### config.mk
export PLATFORM = sky130hd
export DESIGN_NAME = agen_top
export DESIGN_NICKNAME = d
export VERILOG_FILES = /design/src/rtl/agen_pkg.sv /design/src/rtl/agen_seq.sv /design/src/rtl/agen_busmux.sv /design/src/rtl/agen_top.sv
export SDC_FILE = /design/constraint.sdc
export NUM_CORES = 1
export LEC_CHECK = 0
export BUFFER_PORTS_ARGS = -buffer_cell sky130_fd_sc_hd__buf_4
export CORE_ASPECT_RATIO = 1.4
export CORE_MARGIN = 2
export CORE_UTILIZATION = 46
export CTS_BUF_LIST = sky130_fd_sc_hd__clkbuf_4 sky130_fd_sc_hd__clkbuf_8
export DETAILED_ROUTE_END_ITERATION = 8
export GPL_TIMING_DRIVEN = 0
export PLACE_DENSITY = 0.66
export SLEW_MARGIN = 5
export SYNTH_ARGS = -nofsm -noshare
export SYNTH_HDL_FRONTEND = slang
export SYNTH_SLANG_ARGS = --single-unit
export TNS_END_PERCENT = 5
### constraint.sdc
create_clock -name clk -period 4 [get_ports clk]
set_input_delay 0 -clock clk [delete_from_list [all_inputs] [get_ports clk]]
set_output_delay 0 -clock clk [all_outputs]
set_load 0.01 [all_outputs]
### src/rtl/agen_pkg.sv
package agen_pkg;
    localparam int AW = 16;
    localparam int BW = 8;
    localparam int PW = AW - BW;

    typedef logic [AW-1:0] addr_t;
    typedef logic [BW-1:0] byte_t;

    typedef enum logic [2:0] {
        AM_ZPX  = 3'd0,
        AM_ZPY  = 3'd1,
        AM_IZX  = 3'd2,
        AM_IZY  = 3'd3,
        AM_ABX  = 3'd4,
        AM_ABY  = 3'd5,
        AM_JIND = 3'd6,
        AM_JIDX = 3'd7
    } amode_t;

    typedef enum logic [2:0] {
        ST_IDLE, ST_OPLO, ST_OPHI, ST_PRE, ST_PLO, ST_PHI, ST_FIX, ST_DONE
    } step_t;

    typedef struct packed {
        amode_t mode;
        logic   newer;
        logic   frc;
        byte_t  idx;
        addr_t  pc;
        addr_t  opnd;
        byte_t  tlo;
        addr_t  base;
        addr_t  ea;
    } ctx_t;

    function automatic logic zp_indexed(amode_t m);
        return (m == AM_ZPX) || (m == AM_ZPY);
    endfunction

    function automatic logic long_operand(amode_t m);
        return m[2];
    endfunction

    function automatic byte_t pick_index(amode_t m, byte_t x, byte_t y);
        case (m)
            AM_ZPY, AM_IZY, AM_ABY: return y;
            AM_JIND:                return '0;
            default:                return x;
        endcase
    endfunction

    function automatic addr_t in_page0(byte_t b);
        return {{PW{1'b0}}, b};
    endfunction

    function automatic logic page_changed(addr_t b, addr_t s);
        return b[AW-1:BW] != s[AW-1:BW];
    endfunction
endpackage

### src/rtl/agen_seq.sv
module agen_seq
    import agen_pkg::*;
(
    input  logic   clk,
    input  logic   rst,
    input  logic   start,
    input  amode_t mode_i,
    input  logic   newer_i,
    input  logic   frc_i,
    input  byte_t  x_i,
    input  byte_t  y_i,
    input  addr_t  pc_i,
    input  byte_t  rdata,
    output step_t  st,
    output ctx_t   ctx
);
    step_t st_n;
    ctx_t  ctx_n;
    addr_t abs_base, ind_base, abs_sum, ind_sum;

    always_comb begin
        abs_base = {rdata, ctx.opnd[BW-1:0]};
        ind_base = {rdata, ctx.tlo};
        abs_sum  = abs_base + in_page0(ctx.idx);
        ind_sum  = ind_base + in_page0(ctx.idx);
    end

    always_comb begin
        st_n  = st;
        ctx_n = ctx;
        case (st)
            ST_IDLE: if (start) begin
                ctx_n.mode  = mode_i;
                ctx_n.newer = newer_i;
                ctx_n.frc   = frc_i;
                ctx_n.idx   = pick_index(mode_i, x_i, y_i);
                ctx_n.pc    = pc_i;
                st_n        = ST_OPLO;
            end
            ST_OPLO: begin
                ctx_n.opnd[BW-1:0] = rdata;
                ctx_n.pc           = ctx.pc + 1'b1;
                if (long_operand(ctx.mode))  st_n = ST_OPHI;
                else if (ctx.mode == AM_IZY) st_n = ST_PLO;
                else                         st_n = ST_PRE;
            end
            ST_OPHI: begin
                ctx_n.opnd[AW-1:BW] = rdata;
                ctx_n.pc            = ctx.pc + 1'b1;
                if (ctx.mode == AM_ABX || ctx.mode == AM_ABY) begin
                    ctx_n.base = abs_base;
                    ctx_n.ea   = abs_sum;
                    st_n = (page_changed(abs_base, abs_sum) || ctx.frc) ? ST_FIX : ST_DONE;
                end else if (ctx.mode == AM_JIND && !ctx.newer) begin
                    st_n = ST_PLO;
                end else begin
                    st_n = ST_PRE;
                end
            end
            ST_PRE: begin
                if (zp_indexed(ctx.mode)) begin
                    ctx_n.ea = in_page0(ctx.opnd[BW-1:0] + ctx.idx);
                    st_n     = ST_DONE;
                end else begin
                    st_n = ST_PLO;
                end
            end
            ST_PLO: begin
                ctx_n.tlo = rdata;
                st_n      = ST_PHI;
            end
            ST_PHI: begin
                if (ctx.mode == AM_IZY) begin
                    ctx_n.base = ind_base;
                    ctx_n.ea   = ind_sum;
                    st_n = (page_changed(ind_base, ind_sum) || ctx.frc) ? ST_FIX : ST_DONE;
                end else begin
                    ctx_n.ea = ind_base;
                    st_n     = ST_DONE;
                end
            end
            ST_FIX:  st_n = ST_DONE;
            default: st_n = ST_IDLE;
        endcase
    end

    always_ff @(posedge clk) begin
        if (rst) begin
            st  <= ST_IDLE;
            ctx <= '0;
        end else begin
            st  <= st_n;
            ctx <= ctx_n;
        end
    end
endmodule

### src/rtl/agen_busmux.sv
module agen_busmux
    import agen_pkg::*;
(
    input  step_t st,
    input  ctx_t  ctx,
    output addr_t mem_addr,
    output logic  mem_rd,
    output logic  mem_dummy
);
    byte_t zlo, zix, zix1, zlo1;
    addr_t full_ix;

    always_comb begin
        zlo     = ctx.opnd[BW-1:0];
        zlo1    = zlo + 1'b1;
        zix     = zlo + ctx.idx;
        zix1    = zix + 1'b1;
        full_ix = ctx.opnd + in_page0(ctx.idx);

        mem_addr  = ctx.pc;
        mem_rd    = 1'b0;
        mem_dummy = 1'b0;
        case (st)
            ST_OPLO, ST_OPHI: mem_rd = 1'b1;
            ST_PRE: begin
                mem_rd    = 1'b1;
                mem_dummy = 1'b1;
                if ((zp_indexed(ctx.mode) || ctx.mode == AM_IZX) && !ctx.newer)
                    mem_addr = in_page0(zlo);
            end
            ST_PLO: begin
                mem_rd = 1'b1;
                case (ctx.mode)
                    AM_IZX:  mem_addr = in_page0(zix);
                    AM_IZY:  mem_addr = in_page0(zlo);
                    default: mem_addr = full_ix;
                endcase
            end
            ST_PHI: begin
                mem_rd = 1'b1;
                case (ctx.mode)
                    AM_IZX:  mem_addr = in_page0(zix1);
                    AM_IZY:  mem_addr = in_page0(zlo1);
                    AM_JIND: mem_addr = ctx.newer ? ctx.opnd + 1'b1
                                                  : {ctx.opnd[AW-1:BW], zlo1};
                    default: mem_addr = full_ix + 1'b1;
                endcase
            end
            ST_FIX: begin
                mem_rd    = 1'b1;
                mem_dummy = 1'b1;
                if (!page_changed(ctx.base, ctx.ea)) mem_addr = ctx.ea;
                else if (!ctx.newer) mem_addr = {ctx.base[AW-1:BW], ctx.ea[BW-1:0]};
            end
            default: ;
        endcase
    end
endmodule

### src/rtl/agen_top.sv
module agen_top
    import agen_pkg::*;
(
    input  logic        clk,
    input  logic        rst,
    input  logic        start,
    input  logic [2:0]  mode,
    input  logic        newer,
    input  logic        force_extra,
    input  logic [7:0]  idx_x,
    input  logic [7:0]  idx_y,
    input  logic [15:0] pc_start,
    output logic [15:0] mem_addr,
    output logic        mem_rd,
    output logic        mem_dummy,
    input  logic [7:0]  mem_rdata,
    output logic        busy,
    output logic [15:0] ea,
    output logic        ea_valid,
    output logic [15:0] pc_next
);
    step_t st;
    ctx_t  ctx;

    agen_seq u_seq (
        .clk     (clk),
        .rst     (rst),
        .start   (start),
        .mode_i  (amode_t'(mode)),
        .newer_i (newer),
        .frc_i   (force_extra),
        .x_i     (idx_x),
        .y_i     (idx_y),
        .pc_i    (pc_start),
        .rdata   (mem_rdata),
        .st      (st),
        .ctx     (ctx)
    );

    agen_busmux u_bus (
        .st        (st),
        .ctx       (ctx),
        .mem_addr  (mem_addr),
        .mem_rd    (mem_rd),
        .mem_dummy (mem_dummy)
    );

    assign busy     = (st != ST_IDLE);
    assign ea_valid = (st == ST_DONE);
    assign ea       = ctx.ea;
    assign pc_next  = ctx.pc;
endmodule

## Word level (Yosys, flattened, before mapping)

Index checks and enable logic that the tools add are counted.

| storage, ports and cells | value |
|---|---|
| register bits | 88 |
| bits of input ports | 48 |
| output and inout bits | 52 |

| cells by class | value |
|---|---|
| add/sub/neg operators | 9 |
| equality and inequality tests | 24 |
| mux-type cells | 28 |
| reduce and logical (&&, ||, !) cells | 22 |

Operators with widths:

| kind | number |
|---|---|
| 2-to-1 mux 16 bit | 8 |
| case mux 16 bit (2 select lines) | 3 |
| case mux 16 bit (3 select lines) | 2 |
| case mux 16 bit (4 select lines) | 1 |
| adder 16 x 1 -> 16 bit (second input constant) | 3 |
| adder 16 x 8 -> 16 bit | 3 |
| 2-to-1 mux 32 bit | 1 |
| == test 3 bit (second input constant) | 9 |
| inequality test 8 bit | 3 |
| case mux 3 bit (7 select lines) | 1 |
| 2-to-1 mux 3 bit | 6 |
| adder 8 x 1 -> 8 bit (second input constant) | 2 |
| case mux 8 bit (2 select lines) | 1 |
| == test 3 x 2 -> 1 bit (second input constant) | 5 |
| == test 3 x 1 -> 1 bit (second input constant) | 3 |
| adder 8 bit | 1 |
| logical NOT 3 bit | 2 |
| AND reduction 3 bit | 2 |
| nonzero test 3 bit | 2 |
| OR reduction 6 bit | 1 |
| logical OR 1 bit | 5 |
| 2-to-1 mux 1 bit | 4 |
| inequality test 2 x 1 -> 1 bit (second input constant) | 2 |
| inequality test 2 bit (second input constant) | 2 |
| 7 further kinds | 11 |

## Logic depth before layout (Yosys ltp)

| logic depth | value |
|---|---|
| depth in word-level cells | 6 |
| depth in mapped cells | 11 |
| depth with buffers taken out | 11 |

## Modules after synthesis

A second synthesis with hierarchy kept.

| unflattened totals | value |
|---|---|
| cell total of the unflattened synthesis | 983 |
| area total of the unflattened synthesis | 7,420.9 um^2 |

By module, submodules not included:

| module | times used | cells each | area an instance (um^2) | seq. area each (um^2) |
|---|---|---|---|---|
| agen_seq | 1 | 640 | 5,088.6 | 1,761.7 |
| agen_busmux | 1 | 341 | 2,318.5 | 0.0 |
| agen_top | 1 | 2 | 13.8 | 0.0 |

## Least setup slack after synthesis

Ideal clock, no wire load.

| timing | value |
|---|---|
| path kind | register to output |
| from | register u_seq.ctx[40] (netlist name) |
| to | output mem_addr[11] |
| data arrival time | 2.879 ns |
| slack | 1.121 ns |
| cell stages (with the launch flop) | 11 |
| path buffers | 0 |
| cells stage by stage | dfxtp_1 -> ha_1 -> fa_1 -> a211oi_2 -> o21ai_2 -> a31oi_2 -> xor2_1 -> nor3b_4 -> nand3_1 -> a21o_1 -> a221o_1 |

| between the ends | value |
|---|---|
| cells in the longest elaborated chain, start to end | 4 |
| elaborated cells on any way between the ends | 7 |

Ends and longest elaborated chain:

| item | line | RTL |
|---|---|---|
| adder 16 x 8 -> 16 bit / adder 16 x 1 -> 16 bit (equally long branches) | agen_busmux.sv:18, agen_busmux.sv:44 |  |
| adder 16 x 1 -> 16 bit / 2-to-1 mux 16 bit (equally long branches) | agen_busmux.sv:46, agen_busmux.sv:44 |  |
| case mux 16 bit (3 select lines) | agen_busmux.sv:41 | `case (ctx.mode)` |
| case mux 16 bit (4 select lines) (*) | agen_busmux.sv:23 | `case (st)` |
| end: declaration | agen_top.sv:13 | `output logic [15:0] mem_addr,` |

Every way passes the cells marked *; elsewhere a longest branch is shown, timed or not.

## Final worst setup path

| timing | value |
|---|---|
| from | register u_seq.ctx[40] (netlist name) |
| to | output mem_addr[11] |

| between the ends | value |
|---|---|
| cells in the longest elaborated chain, start to end | 4 |
| elaborated cells on any way between the ends | 7 |

Ends and longest elaborated chain:

| item | line |
|---|---|
| adder 16 x 8 -> 16 bit / adder 16 x 1 -> 16 bit (equally long branches) | agen_busmux.sv:18, agen_busmux.sv:44 |
| adder 16 x 1 -> 16 bit / 2-to-1 mux 16 bit (equally long branches) | agen_busmux.sv:46, agen_busmux.sv:44 |
| case mux 16 bit (3 select lines) | agen_busmux.sv:41 |
| case mux 16 bit (4 select lines) (*) | agen_busmux.sv:23 |

Marks and branches as above.

==> impl_metrics.py <==
metrics = {
    "timing": {
        "hold_viol": 0,
        "finalCriticalPeriod_ps": 3771,
        "slew_violations": 0,
        "tightestPinTransition_ps": 879.8,
        "fin_crit_sh_pct": 94.27,
        "relSlewSlack_pct": 41.34,
        "fin_worst_skew_ps": 11.26,
        "fmax_ghz": 0.2652,
        "tns_ps": 0,
        "grt_setup_unrepaired": "false",
        "setup_ws_ps": 229.1,
        "setup_viol": 0,
    },
    "global_route": {
        "grt_pass1_vias": 7039,
        "gr-usage-all-layers_pct": 31.79,
        "grt_max_degree": 17,
        "overflow": 0,
        "grt_pass1_wl_um": 38580,
        "antenna_found_initial": 0,
    },
    "detailed_routing": {
        "drt_first_pass_iters": 5,
        "vias_per_cell": 5.938,
        "drc_errors": 0,
        "ant_nets": 0,
        "vias": 7506,
        "wire_per_inst_um": 20.15,
        "drtIter0Drc": 441,
        "routed_wl_um": 25470,
    },
    "die": {
        "die-area_um2": 16130,
        "dieWidth_um": 107.9,
        "design.core.area_um2": 14920,
        "num_io_pins": 100,
        "fp.dieH_um": 149.5,
        "rows": 53,
        "start_util_pct": 46.60,
    },
    "run": {
        "drv_cap": 0,
    },
    "critical_path": {
        "critPathMaxStageDelay_ps": 430,
        "critPathLaunchType": "register",
        "worstPathArrival_ps": 3770,
        "cp-end-kind": "output pin",
        "crit_buf_inv": 1,
        "critPathMaxFanout": 8,
        "cp.required_ps": 4000,
        "cp_cell_sequence": "ha_1 > fa_1 > a211oi_2 > o21ai_2 > xnor2_2 > nor3_4 > nor3b_4 > nand3_1 > a21o_1 > a221o_1 > buf_4",
        "critPathTopFamily": "compound AO/OA/AOI/OAI gates",
        "criticalPathCategory": "reg2out",
        "cp_slowest_cell": "fa_1",
    },
    "clock_tree": {
        "root_buffer": "clkbuf_8",
        "cts_tree": "yes",
        "clkSinkCount": 80,
        "clk_latency_ps": 390,
        "htreeDepth": 3,
        "cts_buffers": 9,
        "cts.reportedPaths.clkPinSlew_ps": 100,
        "ctsLongestPathBuffers": 2,
    },
    "synthesis": {
        "synthDistinctLibCells": 81,
        "syn-num-nets": 1013,
        "synth.mux.area_fraction_pct": 8.350,
        "synth_warnings": 0,
        "synthSimpleGateAreaFrac_pct": 23.83,
        "synth_xor_area_share_pct": 7.288,
        "async_flop_share_pct": 0,
        "synth_cells": 944,
        "synthAdderAreaFrac_pct": 3.995,
        "synth_seq_cells": 80,
        "synth_area_um2": 6953,
        "synth_compound_area_share_pct": 24.83,
        "synthFlopType": "dfxtp_1",
        "syn_avg_cell_area_um2": 7.365,
        "synth-edff-count": 0,
        "ys_seq_area_share_pct": 23.03,
        "synth_top_family_by_area": "compound AO/OA/AOI/OAI gates",
    },
    "finish": {
        "layout_common_cells": "buf_4 (127), nor2_1 (117), nand2_1 (113), dfxtp_1 (80), a21oi_1 (70)",
        "nets": 1135,
        "syn_to_final_growth_pct": 19.25,
        "multi_input_area_um2": 4757,
        "final_common_cell": "buf_4",
        "final_util_pct": 55.57,
        "fill_cells": 1515,
        "drive_gt1_share_pct": 17.27,
        "seq_area_um2": 1602,
    },
    "run_status": {
        "status": "finished, final reports clean",
    },
    "power": {
        "p_per_area_nw_per_um2": 357.9,
        "max-vdd-ir-drop_uv": 185.2,
        "p_leak_nw": 3.327,
    },
    "placement": {
        "post-dp-hpwl_um": 19150,
        "port_buffers": 93,
        "place_ws_ps": 521.0,
        "gp_congestion": 0.9946,
    },
    "hold_path": {
        "hold_class": "in2reg",
    },
}
==> worst register-to-register path: stages (launching register included) <==
cell and delay (ps):
dfxtp_1 460, ha_1 220, inv_1 50, fa_1 370, nor2b_1 170, o21a_1 170
o21a_1 140, o21ai_0 160, a211oi_1 660, nand4_1 190, xor2_1 200, a211oi_1 250
==> final timing paths <==
| kind | from | endpoint | slack [ps] | cells past startpoint |
|---|---|---|---|---|
| worst max-delay path | u_seq.ctx[40] | mem_addr[11] | 230 | 11 |
| worst min-delay path | idx_x[7] | u_seq.ctx[79] | 2 | 5 |
| worst max register to register | u_seq.ctx[72] | u_seq.ctx[12] | 870 | 11 |
| worst min register to register | u_seq.ctx[38] | u_seq.ctx[38] | 490 | 2 |
==> cell usage after synthesis, types with 3 or more instances <==
master       n  area, um^2
nor2_1     117       439.2
nand2_1    113       424.2
dfxtp_1     80        1602
a21oi_1     70       350.3
clkbuf_1    52       195.2
mux2i_1     49       490.5
o21ai_0     46       230.2
buf_4       34       255.2
nand3_1     33       165.2
a211oi_1    30       225.2
xnor2_1     29       254.0
xor2_1      27       236.5
ha_1        19       237.7
nor3_1      19       95.09
inv_1       16       60.06
o211ai_1    12       90.09
nand4_1     11       68.82
nor2b_1     10       62.56
and2_1       9       56.30
a221oi_1     8       70.07
mux2_2       8       90.09
o21a_1       7       52.55
o221ai_1     7       61.31
a21o_1       6       45.04
a311oi_1     6       52.55
buf_1        6       22.52
buf_2        6       30.03
o21ai_1      6       30.03
o22ai_1      6       37.54
and3_1       5       31.28
nand2b_1     5       31.28
nor4_1       5       31.28
or2_2        5       31.28
or3_1        5       31.28
a221o_1      4       40.04
a22oi_1      4       30.03
a31oi_1      4       25.02
and4_1       4       35.03
nand3b_1     3       22.52
o21bai_1     3       22.52
o2bb2ai_1    3       26.28
o311ai_0     3       26.28
o32a_1       3       30.03
==> final cells by class <==
cell class              instances  area share (%)
repair buffers                111           10.59
diodes                          1         0.03018
inverters                      17          0.7696
flip-flops and latches         80           19.31
clock buffers                   9           1.494
well taps                     192           2.897
multi-input cells             746           57.37
clock inverters                 7           1.026
plain buffers                 101           6.504
==> routing by layer <==
metal | part of all wire [%] | up-vias | global-route usage [%]
met4 | 7.1 | 0 | 24.04
met3 | 5.6 | 102 | 3.441
li1 | - | 3596 | -
met2 | 48 | 321 | 52.23
met1 | 40 | 3487 | 37.70
met5 | 0 | - | 0
==> cells by family (layout without fill, tap and decap cells) <==
| logic type | count (synthesis) | after routing |
|---|---|---|
| flip-flops | 80 | 80 |
| AND/OR/NAND/NOR | 355 | 355 |
| multiplexers | 57 | 57 |
| buffers and inverters | 118 | 245 |
| AO/OA/AOI/OAI | 256 | 256 |
| XOR/XNOR | 57 | 57 |
| other | 0 | 1 |
| adder cells (fa/ha/maj) | 21 | 21 |
==> power breakdown <==
group | switching (W) | total [W] | internal (W)
clock network | 0.000370 | 0.000671 | 0.000301
logic | 0.000736 | 0.00127 | 0.000537
registers | 0.000147 | 0.00102 | 0.000876
==> flip-flops by register name (all words and copies together) (netlist names) <==
signal / count
u_seq.ctx: 77
u_seq.st: 3
==> repair_timing <==
| action | CTS | global route |
|---|---|---|
| hold endpoints to repair | 18 | 0 |
| gates resized for setup | 0 | 1 |
| buffers inserted | 0 | 0 |
| hold buffers | 18 | 0 |
| setup endpoints to repair | 0 | 2 |
==> per-stage QoR <==
step / cells / hold WS, ps / instance area (um^2) / power [W]
floorplan: 944 / 136.0 / 6953 / 0.001809
global placement: 1229 / 264.8 / 7891 / 0.002263
detailed placement: 1229 / 271.5 / 7891 / 0.002272
CTS: 1263 / 1.072 / 8280 / 0.002954
global route: 1263 / 22.04 / 8289 / 0.003127
finish: 1264 / 2.092 / 8292 / 0.002968
(Power assumes the default switching activity.)
